`config.mk`:
```
export PLATFORM = sky130hd
export DESIGN_NAME = hd_out_buffer
export DESIGN_NICKNAME = d
export VERILOG_FILES = /design/src/rtl/hdo_pkg.sv /design/src/rtl/hdo_slicer.sv /design/src/rtl/hdo_bit_store.sv /design/src/rtl/hdo_drain_ctrl.sv /design/src/rtl/hd_out_buffer.sv
export SDC_FILE = /design/constraint.sdc
export NUM_CORES = 1
export LEC_CHECK = 0
export BUFFER_PORTS_ARGS = -buffer_cell sky130_fd_sc_hd__clkbuf_2
export CAP_MARGIN = 20
export CORE_MARGIN = 2
export CORE_UTILIZATION = 56
export CTS_BUF_LIST = sky130_fd_sc_hd__clkbuf_16
export DETAILED_ROUTE_END_ITERATION = 10
export PLACE_DENSITY = 0.75
export SYNTH_ARGS = -nofsm -noshare
export SYNTH_HDL_FRONTEND = slang
export SYNTH_SLANG_ARGS = --single-unit
```
`constraint.sdc`:
```
create_clock -name clk -period 4.5 [get_ports clk]
set_input_delay 0.9 -clock clk [delete_from_list [all_inputs] [get_ports clk]]
set_output_delay 0.9 -clock clk [all_outputs]
set_load 0.005 [all_outputs]
```
`src/rtl/hdo_pkg.sv`:
```
package hdo_pkg;
    // Occupancy of the single-block bit store
    typedef enum logic {
        PH_FILL  = 1'b0,   // accepting writes from the decoder
        PH_DRAIN = 1'b1    // bits held for the consumer
    } phase_e;

    // Sign-based hard decision: strictly positive gives 1
    function automatic logic llr_to_bit(input logic signed [31:0] v);
        return (v > 0);
    endfunction
endpackage

```
`src/rtl/hdo_slicer.sv`:
```
module hdo_slicer #(
    parameter int LLR_W = 8
) (
    input  logic [LLR_W-1:0] llr,
    output logic             bit_o
);
    import hdo_pkg::*;

    logic signed [31:0] llr_ext;

    always_comb begin
        llr_ext = 32'(signed'(llr));
        bit_o   = llr_to_bit(llr_ext);
    end
endmodule

```
`src/rtl/hdo_bit_store.sv`:
```
module hdo_bit_store #(
    parameter int DEPTH = 64,
    parameter int AW    = $clog2(DEPTH)
) (
    input  logic          clk,
    input  logic          rst_n,
    input  logic          wr_allow,
    input  logic [AW-1:0] wr_addr,
    input  logic          wr_bit,
    input  logic [AW-1:0] rd_addr,
    output logic          rd_bit
);
    logic [DEPTH-1:0] bits_d, bits_q;
    logic [DEPTH-1:0] row_we;

    generate
        for (genvar g = 0; g < DEPTH; g++) begin : g_row
            assign row_we[g] = wr_allow && (wr_addr == AW'(g));
            assign bits_d[g] = row_we[g] ? wr_bit : bits_q[g];
        end
    endgenerate

    always_ff @(posedge clk or negedge rst_n) begin
        if (!rst_n) bits_q <= '0;
        else        bits_q <= bits_d;
    end

    assign rd_bit = bits_q[rd_addr];

    // contents are frozen whenever writes are refused
    p_store_frozen_r7: assert property (@(posedge clk) disable iff (!rst_n)
        !wr_allow |=> $stable(bits_q));
endmodule

```
`src/rtl/hdo_drain_ctrl.sv`:
```
module hdo_drain_ctrl #(
    parameter int DEPTH = 64,
    parameter int AW    = $clog2(DEPTH),
    parameter int CW    = AW + 1
) (
    input  logic          clk,
    input  logic          rst_n,
    input  logic          blk_done,
    input  logic [CW-1:0] blk_len,
    input  logic          rd_strobe,
    output logic          ready,
    output logic [AW-1:0] rd_ptr
);
    import hdo_pkg::*;

    typedef struct packed {
        phase_e        phase;
        logic [AW-1:0] ptr;
        logic [CW-1:0] len;
    } ctrl_t;

    ctrl_t st_d, st_q;
    logic  at_last;

    always_comb begin
        st_d    = st_q;
        at_last = ({1'b0, st_q.ptr} == (st_q.len - CW'(1)));
        if (st_q.phase == PH_DRAIN) begin
            if (rd_strobe) begin
                if (at_last) begin
                    st_d.phase = PH_FILL;
                    st_d.ptr   = '0;
                end else begin
                    st_d.ptr = st_q.ptr + AW'(1);
                end
            end
        end else if (blk_done) begin
            st_d.phase = PH_DRAIN;
            st_d.len   = blk_len;
            st_d.ptr   = '0;
        end
    end

    always_ff @(posedge clk or negedge rst_n) begin
        if (!rst_n) begin
            st_q.phase <= PH_FILL;
            st_q.ptr   <= '0;
            st_q.len   <= CW'(1);
        end else begin
            st_q <= st_d;
        end
    end

    assign ready  = (st_q.phase == PH_DRAIN);
    assign rd_ptr = st_q.ptr;

    // an accepted block length must be legal (input assumption)
    p_len_legal_r10: assert property (@(posedge clk) disable iff (!rst_n)
        (blk_done && !ready) |-> (blk_len != '0 && blk_len <= CW'(DEPTH)));
    // ready only rises after an end-of-block strobe
    p_ready_after_done_r3: assert property (@(posedge clk) disable iff (!rst_n)
        $rose(ready) |-> $past(blk_done));
    // idle strobe holds the read position
    p_ptr_hold_r5: assert property (@(posedge clk) disable iff (!rst_n)
        (ready && !rd_strobe) |=> $stable(rd_ptr) && ready);
    // taking the last bit ends the drain
    p_drain_end_r6: assert property (@(posedge clk) disable iff (!rst_n)
        (ready && rd_strobe && ({1'b0, rd_ptr} == st_q.len - CW'(1))) |=> !ready && rd_ptr == '0);
    // position stays inside the block
    p_ptr_bound_r4: assert property (@(posedge clk) disable iff (!rst_n)
        ready |-> ({1'b0, rd_ptr} < st_q.len));
    // strobes while empty do not move the position
    p_idle_strobe_r9: assert property (@(posedge clk) disable iff (!rst_n)
        (!ready && !blk_done) |=> !ready && $stable(rd_ptr));
endmodule

```
`src/rtl/hd_out_buffer.sv`:
```
module hd_out_buffer #(
    parameter int LLR_W = 8,
    parameter int DEPTH = 64,
    parameter int AW    = $clog2(DEPTH),
    parameter int CW    = AW + 1
) (
    input  logic             clk,
    input  logic             rst_n,
    input  logic             wr_en,
    input  logic [AW-1:0]    wr_addr,
    input  logic [LLR_W-1:0] wr_llr,
    input  logic             blk_done,
    input  logic [CW-1:0]    blk_len,
    output logic             wr_full,
    input  logic             rd_strobe,
    output logic             out_ready,
    output logic             out_bit
);
    logic          dec_bit;
    logic          wr_allow;
    logic          ready;
    logic [AW-1:0] rd_ptr;
    logic          rd_bit;

    hdo_slicer #(.LLR_W(LLR_W)) slicer_i (
        .llr   (wr_llr),
        .bit_o (dec_bit)
    );

    assign wr_allow = wr_en && !ready;

    hdo_bit_store #(.DEPTH(DEPTH), .AW(AW)) store_i (
        .clk      (clk),
        .rst_n    (rst_n),
        .wr_allow (wr_allow),
        .wr_addr  (wr_addr),
        .wr_bit   (dec_bit),
        .rd_addr  (rd_ptr),
        .rd_bit   (rd_bit)
    );

    hdo_drain_ctrl #(.DEPTH(DEPTH), .AW(AW), .CW(CW)) ctrl_i (
        .clk       (clk),
        .rst_n     (rst_n),
        .blk_done  (blk_done),
        .blk_len   (blk_len),
        .rd_strobe (rd_strobe),
        .ready     (ready),
        .rd_ptr    (rd_ptr)
    );

    assign wr_full   = ready;
    assign out_ready = ready;
    assign out_bit   = ready & rd_bit;

    // no bit is shown while nothing is ready
    p_quiet_output_r2: assert property (@(posedge clk) disable iff (!rst_n)
        !out_ready |-> !out_bit);
    // a write in a not-full cycle updates the presented data path
    p_write_lands_r8: assert property (@(posedge clk) disable iff (!rst_n)
        (wr_en && !wr_full && blk_done && wr_addr == '0 && blk_len != '0)
        |=> out_ready && (out_bit == $past(dec_bit)));
endmodule

```
; ---- Word-level counts from Yosys, hierarchy flattened
; Cells that the tools add are included.
[word_totals]
register_bits = 78
wordCells = 215
[classes]
n_eq_ne = 65
n_bitwise = 2
magnitude_cmp = 2
n_mux = 7
n_reduce_logical = 70
addsub = 2
[op_table]
columns = op, n
row1 = $eq 6x6->1 const B, 32
row2 = $eq 6x5->1 const B, 16
row3 = $logic_and 1x1->1, 65
row4 = $eq 6x4->1 const B, 8
row5 = $eq 6x3->1 const B, 4
row6 = $mux 14, 1
row7 = $mux 7, 2
row8 = $eq 6x2->1 const B, 2
row9 = $gt 8x1->1 const B, 1
row10 = $eq 6x7->1, 1
row11 = $lt 6x7->1 const B, 1
row12 = $sub 7x1->7 const B, 1
row13 = $add 6x1->6 const B, 1
row14 = $bmux 1 s6, 1
row15 = $eq 6x1->1 const B, 1
row16 = $logic_not 6->1, 1
row17 = $mux 6, 1
row18 = $reduce_and 2->1, 2
row19 = $mux 1, 2
row20 = $ne 2x2->1 const B, 1
row21 = $reduce_bool 2->1, 1
row22 = $and 1x1->1, 1
row23 = $logic_not 1->1, 1
row24 = $not 1->1, 1

; ---- Logic depth before layout (Yosys ltp)
; Gate-level depths: netlist of the first run.
[logic_depth]
depth_word = 5
mapped_depth = 7
mapped_depth_nobuf = 7

; ---- Cells and area by module
; From an unflattened synthesis of the first run, not the netlist that was laid out.
[hier_totals]
hier_cells = 378
hier_area_um2 = 4285.4
[by_module_without_submodules]
columns = module, cells_each, n_inst, area_each_um2
row1 = hdo_bit_store, 277, 1, 3338.2
row2 = hdo_drain_ctrl, 95, 1, 900.9
row3 = hd_out_buffer, 3, 1, 23.8
row4 = hdo_slicer, 3, 1, 22.5

; ---- Least setup slack after synthesis of the first run
; No wires, ideal clock.
[synth_path]
kind = reg-to-output
from = reg ctrl_i.st_q (netlist bit ctrl_i.rd_ptr[0])
to = out out_bit
required_time_ps = 3600
setup_slack_ps = 1962
path_stages_with_launch = 6
t_arrival_ps = 1638
cell_sequence = dfrtp_1 buf_6 mux4_2 mux2_2 a31oi_1 a32oi_1
[synth_between]
elab_chain_cells = 3
[synth_rtl]
columns = element, line
row1 = "start, declared", hdo_drain_ctrl.sv:22  ; ctrl_t st_d, st_q;
row2 = "start signal, assigned", hdo_drain_ctrl.sv:50  ; st_q <= st_d;
row3 = $bmux 1 s6, hdo_bit_store.sv:28  ; assign rd_bit = bits_q[rd_addr];
row4 = $mux 1 (not written as such), hdo_bit_store.sv:28
row5 = $and 1x1->1, hd_out_buffer.sv:54  ; assign out_bit = ready & rd_bit;
row6 = "end, declared", hd_out_buffer.sv:17  ; output logic out_bit
; Every way passes these cells. The select of a mux whose other input is x is not followed.

; ---- Final worst setup path of the first run
; Ends and elaborated chain as after synthesis.

==> summary.txt, run 1 <==
Yosys
  • Post-synthesis compound-gate area fraction: 0.0482
  • Post-Synth XOR/XNOR Area: 0.0185
  • Yosys reg bits: ~80
  • Cells after Synth: 376
  • Synth warn: 0
  • Count leader, synth: dfrtp_1
  • Area share of the largest cell type after synthesis: 0.452
  • Post-synth EDFFs: 0
  • Async S/R FF share, synth: 1.00
  • Net Count, Synth: 404
  • Mux share of post-synthesis cell area: 0.280
  • Post-Synth Adder-Cell Area: 0.00587
  • Simple-gate share of the synthesized area: 0.159
  • Synth area leaders: dfrtp_1 (45%), mux2_2 (17%), mux4_2 (9.0%), nand2_1 (6.2%), nor2_1 (2.6%)
  • Avg Cell Area, Syn: 11.3 sq um
  • Yosys top cell by area: dfrtp_1
  • Post-synth top cells: dfrtp_1 (77), nand2_1 (70), mux2_2 (66)
  • Main combinational cell family by area after synthesis: multiplexers
  • Mapped cell area: 0.00426 sq mm
  • Ys flop type: dfrtp_1
  • Library cells used by synthesis: 48
  • Post-synthesis sequential area ratio: 0.458

Clock tree
  • Clock root cell: clkbuf_16
  • Clock buffer depth: 2
  • H-tree depth: 3
  • Hold-fix buffers, CTS: 0
  • Clk sink count: 78
  • Reg clk slew, reported paths: 0.06 ns
  • Post-CTS setup buffer count: 0
  • Clock Latency Late Sink: 0.33 ns
  • Post_cts resized: 0
  • CTS tree: yes
  • Num CTS Buffers: 9

Route
  • DR vias/cell: 6.01
  • DR iter-0 viols: around 180
  • DRC: 0
  • Vias: 3003
  • Antenna-violating nets left: 0
  • Total iterations of the first detailed-routing run: 4
  • Post-Route WL: 9690 um
  • Wire length per cell: 19.4 um

Critical path
  • Reg2reg path depth: 7
  • Crit end category: primary output
  • Worst path cell trace: buf_4 > mux4_2 > mux2_2 > a31oi_1 > a32oi_1 > clkbuf_2
  • Crit start category: flop
  • Worst reg-to-reg setup slack: 2.19 ns
  • Critical path arrival: approximately 2.6 ns
  • R2r endpoint: ctrl_i.rd_ptr[4]$_DFFE_PN0P_
  • Reg2reg start: ctrl_i.st_q[1]$_DFFE_PN0P_
  • Req. time, crit path: ~3.6 ns
  • CP Class: reg -> out
  • Crit Path Max Fanout: 15
  • Slowest CP cell: dfrtp_1
  • Max stage delay on crit path: 0.61 ns

Layout
  • Post-layout util: 0.651
  • Area growth syn-to-layout: 11.4%
  • N_diodes: 0
  • Non-filler instance count after layout: 500
  • Layout cells sized above 1: 0.349
  • FILL cells: roughly 600
  • Nets: roughly 430

Timing
  • RSZ-0062 raised after global routing: false
  • Setup TNS: 0 ns
  • Worst slew pin tran: between 0.8 and 0.9 ns
  • Max-slew violations: 0
  • Final hold vios: 0
  • Clk_skew: 0.00252 ns
  • # setup viols final: 0
  • Max-slew headroom: 0.405
  • Final period utilization: 0.781
  • Fmax: 284 MHz
  • Period minus WS final: between 3 and 4 ns

Die
  • I/O pin cnt: 29
  • Die span in x: just over 90 um
  • Die Ht: about 91 um
  • Core ar.: between 0.007 and 0.008 sq mm
  • Die footprint: roughly 0.0083 sq mm
  • Initial Util: 0.584
  • # rows: 31

Run status
  • Status: completed

Hold path
  • Hold Path Class: in -> async

Global routing
  • Vias in the first global route: just over 3000
  • Largest net degree at the start of global routing: 79
  • Initial antenna violation count: 0
  • First-pass GRT wire length: 16200 um
  • Gr usage total: 0.253
  • GR Overflow Total: 0

Place
  • Placed Cells: 485
  • IO Port Bufs: 28
  • Final GP Congestion: 0.894
  • DP HPWL: 6720 um

Power and ir drop
  • Max rail drop VDD: between 0.2 and 0.3 mV
  • P_leak: 2.14 nW
  • Pwr per Cell Area: 475 mW/mm^2

Flow run
  • Max cap viols: 0
==> power breakdown <==
part	switching [mW]	internal, mW
combinational	0.302	0.298
sequential	0.184	0.791
clock	0.261	0.416
total	0.747	1.51
==> stage by stage <==
step	hold slack (ns)	instance area, sq um	setup WS, ns	power (mW)
final	0.443	4750	0.984	2.25
after global routing	0.456	4750	0.780	2.37
after CTS	0.503	4720	0.972	2.26
after detailed placement	0.492	4450	1.32	1.57
after global placement	0.483	4440	1.40	1.54
after floorplan	0.461	4260	1.96	1.43
==> state kept, by name (all words and copies together) (netlist names) <==
register / flops
ctrl_i.rd_ptr: 6
ctrl_i.ready: 1
ctrl_i.st_q: 7
store_i.bits_q: 64
==> routing by layer <==
metal / share of wire / GRT usage / up-vias / wire length (um)
met2: 0.48 / 0.399 / 98 / 4700
met1: 0.43 / 0.349 / 1506 / 4150
li1: - / - / 1386 / -
met3: 0.074 / 0.0606 / 13 / 715
met4: 0.013 / 0.0833 / 0 / 128
met5: 0 / 0 / - / 0
==> cells by family (layout without fill, tap and decap cells) <==
family / Yosys count / after routing
and+or+nand+nor: 148 / 148
muxes: 88 / 88
DFF: 78 / 78
buffers and inverters: 26 / 51
AOI/OAI and AO/OA: 25 / 25
xor gates and xnor gates: 9 / 9
adders and majority gates: 2 / 2
==> how the worst max path moves through the flow <==
| stage | from | to | depth (start not counted) |
|---|---|---|---|
| 6_report | ctrl_i.rd_ptr[0]$_DFFE_PN0P_ | out_bit | 6 |
| 5_1_grt | ctrl_i.rd_ptr[0]$_DFFE_PN0P_ | out_bit | 7 |
| 4_1_cts | ctrl_i.rd_ptr[0]$_DFFE_PN0P_ | out_bit | 6 |
| 3_5_place_dp | ctrl_i.rd_ptr[0]$_DFFE_PN0P_ | out_bit | 6 |
| 3_3_place_gp | ctrl_i.rd_ptr[0]$_DFFE_PN0P_ | out_bit | 6 |
| 2_1_floorplan | ctrl_i.rd_ptr[0]$_DFFE_PN0P_ | out_bit | 5 |
==> area by class of cell <==
type / count / area, sq um / share of cell area
clock buffers: 9 / 225 / 0.0474
multi-input cells: 272 / 2190 / 0.461
clock inverters: 5 / 46.3 / 0.00975
inverters: 5 / 18.8 / 0.00395
well taps: 99 / 124 / 0.0261
flip-flops and latches: 78 / 1950 / 0.411
repair buffers: 32 / 190 / 0.0401
==> critical path, delay by kind of cell (launching register included) <==
family | cells | cell delay [ns]
AO/OA/AOI/OAI | 2 | 0.36
buffers and inverters | 2 | 0.51
flip-flops | 1 | 0.61
multiplexers | 2 | 0.80
==> cells in the final DEF, fill, tap and decap left out, types with 2 or more instances in the layout <==
| cell | netlist | layout |
|---|---|---|
| a31oi_1 | 2 | 2 |
| xnor2_1 | 6 | 6 |
| or2_2 | 5 | 5 |
| and3_1 | 2 | 2 |
| nor2b_1 | 2 | 2 |
| mux2_2 | 66 | 66 |
| ha_1 | 2 | 2 |
| buf_4 | 3 | 3 |
| nor2_1 | 30 | 30 |
| mux4_2 | 17 | 17 |
| o21ai_0 | 5 | 5 |
| inv_1 | 5 | 8 |
| mux2i_1 | 4 | 4 |
| xor2_1 | 3 | 3 |
| nand3_1 | 3 | 3 |
| a211oi_1 | 2 | 2 |
| dfrtp_1 | 77 | 77 |
| nor3_1 | 14 | 14 |
| nand2b_1 | 7 | 7 |
| clkbuf_2 | 0 | 27 |
| clkbuf_16 | 0 | 9 |
| nand2_1 | 70 | 70 |
| nor4_1 | 2 | 2 |
| or3_1 | 2 | 2 |
| o31ai_1 | 3 | 3 |
| and2_1 | 2 | 2 |
| nand4_1 | 3 | 3 |
Note: power is estimated with default switching activity, not from simulation.
==> run 2, diff against run 1 <==
--- a/config.mk
+++ b/config.mk
@@ -8,10 +8,10 @@
 export BUFFER_PORTS_ARGS = -buffer_cell sky130_fd_sc_hd__clkbuf_2
 export CAP_MARGIN = 20
 export CORE_MARGIN = 2
-export CORE_UTILIZATION = 56
+export CORE_UTILIZATION = 55
 export CTS_BUF_LIST = sky130_fd_sc_hd__clkbuf_16
 export DETAILED_ROUTE_END_ITERATION = 10
-export PLACE_DENSITY = 0.75
+export PLACE_DENSITY = 0.76
 export SYNTH_ARGS = -nofsm -noshare
 export SYNTH_HDL_FRONTEND = slang
 export SYNTH_SLANG_ARGS = --single-unit
==> constraint.sdc (replaced) <==
create_clock -name clk -period 3.1 [get_ports clk]
set_input_delay 0.62 -clock clk [delete_from_list [all_inputs] [get_ports clk]]
set_output_delay 0.62 -clock clk [all_outputs]
set_load 0.005 [all_outputs]
==> summary.txt, run 2 (synthesis gave the netlist of run 1 again) <==
Run status
  • Status: completed

Timing
  • Max-slew headroom: 0.356
  • # setup viols final: 0
  • Fmax: 341 MHz
  • Final hold vios: 0
  • Clk_skew: about 0.0056 ns
  • Setup TNS: 0 ns
  • Final period utilization: 0.947
  • Max-slew violations: 0
  • Worst slew pin tran: 0.966 ns
  • RSZ-0062 raised after global routing: false
  • Period minus WS final: 2.94 ns

Critical path
  • R2r endpoint: ctrl_i.rd_ptr[5]$_DFFE_PN0P_
  • Worst reg-to-reg setup slack: 0.82 ns
  • Reg2reg path depth: 7
  • CP Class: reg -> out
  • Crit Path Max Fanout: 16
  • Critical path arrival: 2.32 ns
  • Reg2reg start: ctrl_i.st_q[1]$_DFFE_PN0P_
  • Req. time, crit path: 2.48 ns
  • Crit end category: primary output
  • Crit start category: flop

Power and ir drop
  • Pwr per Cell Area: just over 700 mW/mm^2
  • Clock power frac: 0.331
  • P_leak: 2.16 nW
  • Flop pwr share: 0.405
  • Combinational power share: 0.264
  • Switching share of total power: 0.331
  • Max rail drop VDD: 0.300 mV
  • Psw: 1.14 mW
  • Internal power: roughly 2.3 mW
  • Power Total: 3.44 mW

Layout
  • Sequential Area: roughly 0.002 sq mm
  • N_diodes: 0
  • Final non-filler cell area: 0.00482 sq mm
  • Most common cell after layout, fill and taps aside: dfrtp_1
  • FILL cells: 603
  • Multi-input logic area: 0.00219 sq mm
  • Layout cells sized above 1: 0.367
  • Nets: 429
  • Max FFs per register: 64
  • Area growth syn-to-layout: 13.1%
  • Top reg by flops: store_i.bits_q
  • Most frequent cells in the layout: dfrtp_1 (76), nand2_1 (70), mux2_2 (66)

Clock tree
  • CTS tree: yes
  • Hold-fix buffers, CTS: 0
  • Reg clk slew, reported paths: 0.07 ns
  • Clock root cell: clkbuf_16
  • Num CTS Buffers: 9
  • Clock buffer depth: 2
  • Clock Latency Late Sink: 0.34 ns
  • Clk sink count: 78
  • H-tree depth: 3

Die
  • Core ar.: roughly 0.0076 sq mm
  • Die span in x: 92.0 um
  • Die footprint: 0.00847 sq mm
  • # rows: 32
  • I/O pin cnt: 29
  • Die Ht: ~90 um
  • Initial Util: 0.560

Global routing
  • GR Overflow Total: 0
  • Gr usage total: 0.245
  • First-pass GRT wire length: 15900 um
  • Vias in the first global route: 3159
  • Initial antenna violation count: 0
  • Largest net degree at the start of global routing: 79

Place
  • Final GP Congestion: 0.848
  • IO Port Bufs: 28
  • DP HPWL: 6310 um
  • Post-DP Area: about 0.0045 sq mm

Route
  • Wire length per cell: 18.7 um
  • Vias: 3038
  • DR iter-0 viols: 191
  • DRC: 0
  • DR vias/cell: 5.98
  • Post-Route WL: between 9000 and 10000 um
  • Total iterations of the first detailed-routing run: 4
  • Antenna-violating nets left: 0

Hold path
  • Hold Path Class: in -> async

Flow run
  • Max cap viols: 0
## run 2: worst max path at each step
stage / startpoint / to / slack (ns) / cells after the start
final: ctrl_i.rd_ptr[1]$_DFFE_PN0P_ / out_bit / 0.16 / 6
after CTS: ctrl_i.rd_ptr[2]$_DFFE_PN0P_ / out_bit / 0.05 / 5
after global placement: ctrl_i.rd_ptr[2]$_DFFE_PN0P_ / out_bit / 0.52 / 5
after floorplan: ctrl_i.rd_ptr[0]$_DFFE_PN0P_ / out_bit / 0.84 / 5
after detailed placement: ctrl_i.rd_ptr[2]$_DFFE_PN0P_ / out_bit / 0.45 / 5
after global routing: ctrl_i.rd_ptr[1]$_DFFE_PN0P_ / out_bit / 0.06 / 6
## run 2: per-layer routing
metal	vias to the layer above	share of wire	global-route usage
met5	-	0	0
met4	0	0.025	0.0970
met3	21	0.054	0.0419
met2	100	0.49	0.387
met1	1526	0.43	0.339
li1	1391	-	-
## run 2: timing repair
action	in CTS	in global routing
endpoints found under the hold margin	0	0
buffers inserted	0	0
resized for setup	0	1
endpoints found under the setup margin	0	1
## run 2: power groups by stage
stage / registers, mW / clock network, mW / logic, mW
6_report: 1.40 / 1.14 / 0.908
5_1_grt: 1.41 / 1.20 / 1.00
4_1_cts: 1.39 / 1.15 / 0.916
3_5_place_dp: 1.41 / 0 / 0.906
3_3_place_gp: 1.39 / 0 / 0.883
2_1_floorplan: 1.26 / 0 / 0.809
## run 2: through the flow
step	util	std cells	hold WS [ns]	worst slack, ns
after floorplan	-	376	0.324	0.842
after global placement	0.591	492	0.480	0.519
after detailed placement	0.591	492	0.492	0.452
after CTS	0.634	508	0.468	0.0513
after global routing	0.634	508	0.496	0.0644
final	0.634	508	0.419	0.164
## run 2: cell type report
type | instances | area share
repair buffers | 35 | 0.0431
clock buffers | 9 | 0.0467
multi-input cells | 272 | 0.454
well taps | 102 | 0.0265
inverters | 5 | 0.00389
clock inverters | 7 | 0.0202
flip-flops and latches | 78 | 0.405
## run 2: critical path, cell delays in order, from the launching register on
cell      delay [ns]
dfrtp_1         0.82
mux4_2          0.41
nor3b_1         0.20
a21oi_1         0.08
o21ai_0         0.24
a32oi_1         0.10
clkbuf_2        0.13
==> run 3, diff against run 2 <==
--- a/config.mk
+++ b/config.mk
@@ -9,7 +9,6 @@
 export CAP_MARGIN = 20
 export CORE_MARGIN = 2
 export CORE_UTILIZATION = 55
-export CTS_BUF_LIST = sky130_fd_sc_hd__clkbuf_16
 export DETAILED_ROUTE_END_ITERATION = 10
 export PLACE_DENSITY = 0.76
 export SYNTH_ARGS = -nofsm -noshare
==> summary.txt, run 3 (synthesis gave the netlist of run 1 again) <==
Clock tree
  • Clock Latency Late Sink: 0.35 ns
  • Clock root cell: clkbuf_8
  • CTS tree: yes
  • H-tree depth: 3
  • Num CTS Buffers: 9
  • Clock buffer depth: 2
  • Post-CTS setup buffer count: 0
  • Reg clk slew, reported paths: 0.09 ns
  • Clk sink count: approximately 80

Critical path
  • CP Class: reg -> out
  • Req. time, crit path: 2.48 ns
  • Worst reg-to-reg setup slack: 0.83 ns
  • Worst path cell trace: mux4_2 > nor3b_1 > a21oi_1 > o21ai_0 > a32oi_1 > clkbuf_2
  • Reg2reg start: ctrl_i.st_q[1]$_DFFE_PN0P_
  • Max stage delay on crit path: 0.81 ns
  • R2r endpoint: ctrl_i.rd_ptr[5]$_DFFE_PN0P_
  • CP delay by family, top: flip-flops
  • Crit start category: flop
  • Crit Path Max Fanout: 16
  • Reg2reg path depth: 7
  • Critical Path Source: ctrl_i.rd_ptr[1]$_DFFE_PN0P_
  • Critical path arrival: approximately 2.3 ns
  • Slowest CP cell: dfrtp_1
  • CP Depth: 6
  • WP buf/inv: 1
  • Crit end category: primary output

Layout
  • Layout cells sized above 1: 0.367
  • Nets: 429
  • Most frequent cells in the layout: dfrtp_1 (76), nand2_1 (70), mux2_2 (66)
  • Most common cell after layout, fill and taps aside: dfrtp_1
  • FILL cells: approximately 620
  • Max FFs per register: between 60 and 70
  • N_diodes: 0
  • Top reg by flops: store_i.bits_q
  • Area growth syn-to-layout: 10.7%

Timing
  • RSZ-0062 raised after global routing: false
  • Period minus WS final: 2.94 ns
  • Final period utilization: 0.949
  • # setup viols final: 0
  • Max-slew headroom: 0.350
  • Max-slew violations: 0
  • Clk_skew: 0.00693 ns
  • Setup TNS: 0 ns
  • Worst slew pin tran: ~0.97 ns
  • Hold_ws: 0.411 ns
  • Fmax: 340 MHz
  • Final hold vios: 0

Place
  • Final GP Congestion: between 0.8 and 0.9
  • IO Port Bufs: 28
  • DP HPWL: 6310 um

Die
  • # rows: 32
  • Core ar.: 0.00761 sq mm
  • I/O pin cnt: 29
  • Initial Util: 0.560
  • Die span in x: between 90 and 100 um
  • Die footprint: 0.00847 sq mm
  • Die Ht: just over 90 um

Hold path
  • Hold Path Class: in -> async

Route
  • Post-Route WL: 9270 um
  • DRC: 0
  • DR vias/cell: 5.90
  • Antenna-violating nets left: 0
  • DR iter-0 viols: around 170
  • Vias: 2997
  • Total iterations of the first detailed-routing run: 4
  • Wire length per cell: 18.2 um

Global routing
  • Largest net degree at the start of global routing: 79
  • Initial antenna violation count: 0
  • Gr usage total: 0.240
  • GR Overflow Total: 0
  • Vias in the first global route: slightly above 3000
  • First-pass GRT wire length: around 16000 um

Power and ir drop
  • Pwr per Cell Area: 665 mW/mm^2
  • P_leak: 2.11 nW
  • Max rail drop VDD: between 0.2 and 0.25 mV

Run status
  • Status: completed

Flow run
  • Max cap viols: 0
## run 3: cell counts in the layout (fill, tap and decap cells not counted)
Identical to the previous run, type by type.
## run 3: worst max-delay path by stage
stage / slack (ns) / end
floorplan: 0.84 / out_bit
global placement: 0.52 / out_bit
detailed placement: 0.45 / out_bit
CTS: 0.07 / out_bit
global route: 0.04 / out_bit
finish: 0.16 / out_bit
## run 3: layout make-up
type                            count  area [sq um]  share of cell area
Tap cell                          102           128              0.0270
Multi-Input combinational cell    272          2190               0.464
Timing Repair Buffer               35           208              0.0440
Clock inverter                      7          97.6              0.0207
Clock buffer                        9           124              0.0262
Inverter                            5          18.8             0.00398
Sequential cell                    78          1950               0.414
## run 3: worst register-to-register path, stage by stage, from the launching register on
cell,delay (ns)
dfrtp_1,0.42
inv_1,0.10
ha_1,0.22
or3b_1,0.41
o31ai_1,0.26
nand4_2,0.20
a2111oi_4,0.39
nor3_1,0.12
## run 3: repair_timing
item                       in CTS  in global routing
hold buffers                    0                  0
gates resized for setup         0                  1
setup endpoints to repair       0                  1
## run 3: where the power goes
part	leakage, nW	internal, mW	switching (mW)	total, mW
Sequential	1.06	1.15	0.240	1.39
Combinational	0.948	0.447	0.456	0.903
Clock	0.106	0.456	0.394	0.850
## run 3: metal layers
layer | share of wire | global-route usage | up-vias
li1 | - | - | 1388
met1 | 0.44 | 0.346 | 1510
met2 | 0.49 | 0.379 | 85
met3 | 0.053 | 0.0247 | 14
met4 | 0.019 | 0.0945 | 0
met5 | 0 | 0 | -
## run 3: stage by stage
step	setup WS, ns	area (sq um)	power (mW)	utilization	std cells
after floorplan	0.842	4260	2.07	-	376
after global placement	0.519	4500	2.27	0.591	492
after detailed placement	0.452	4500	2.31	0.591	492
after CTS	0.0653	4720	3.16	0.620	508
after global routing	0.0405	4720	3.32	0.620	508
final	0.159	4720	3.14	0.620	508
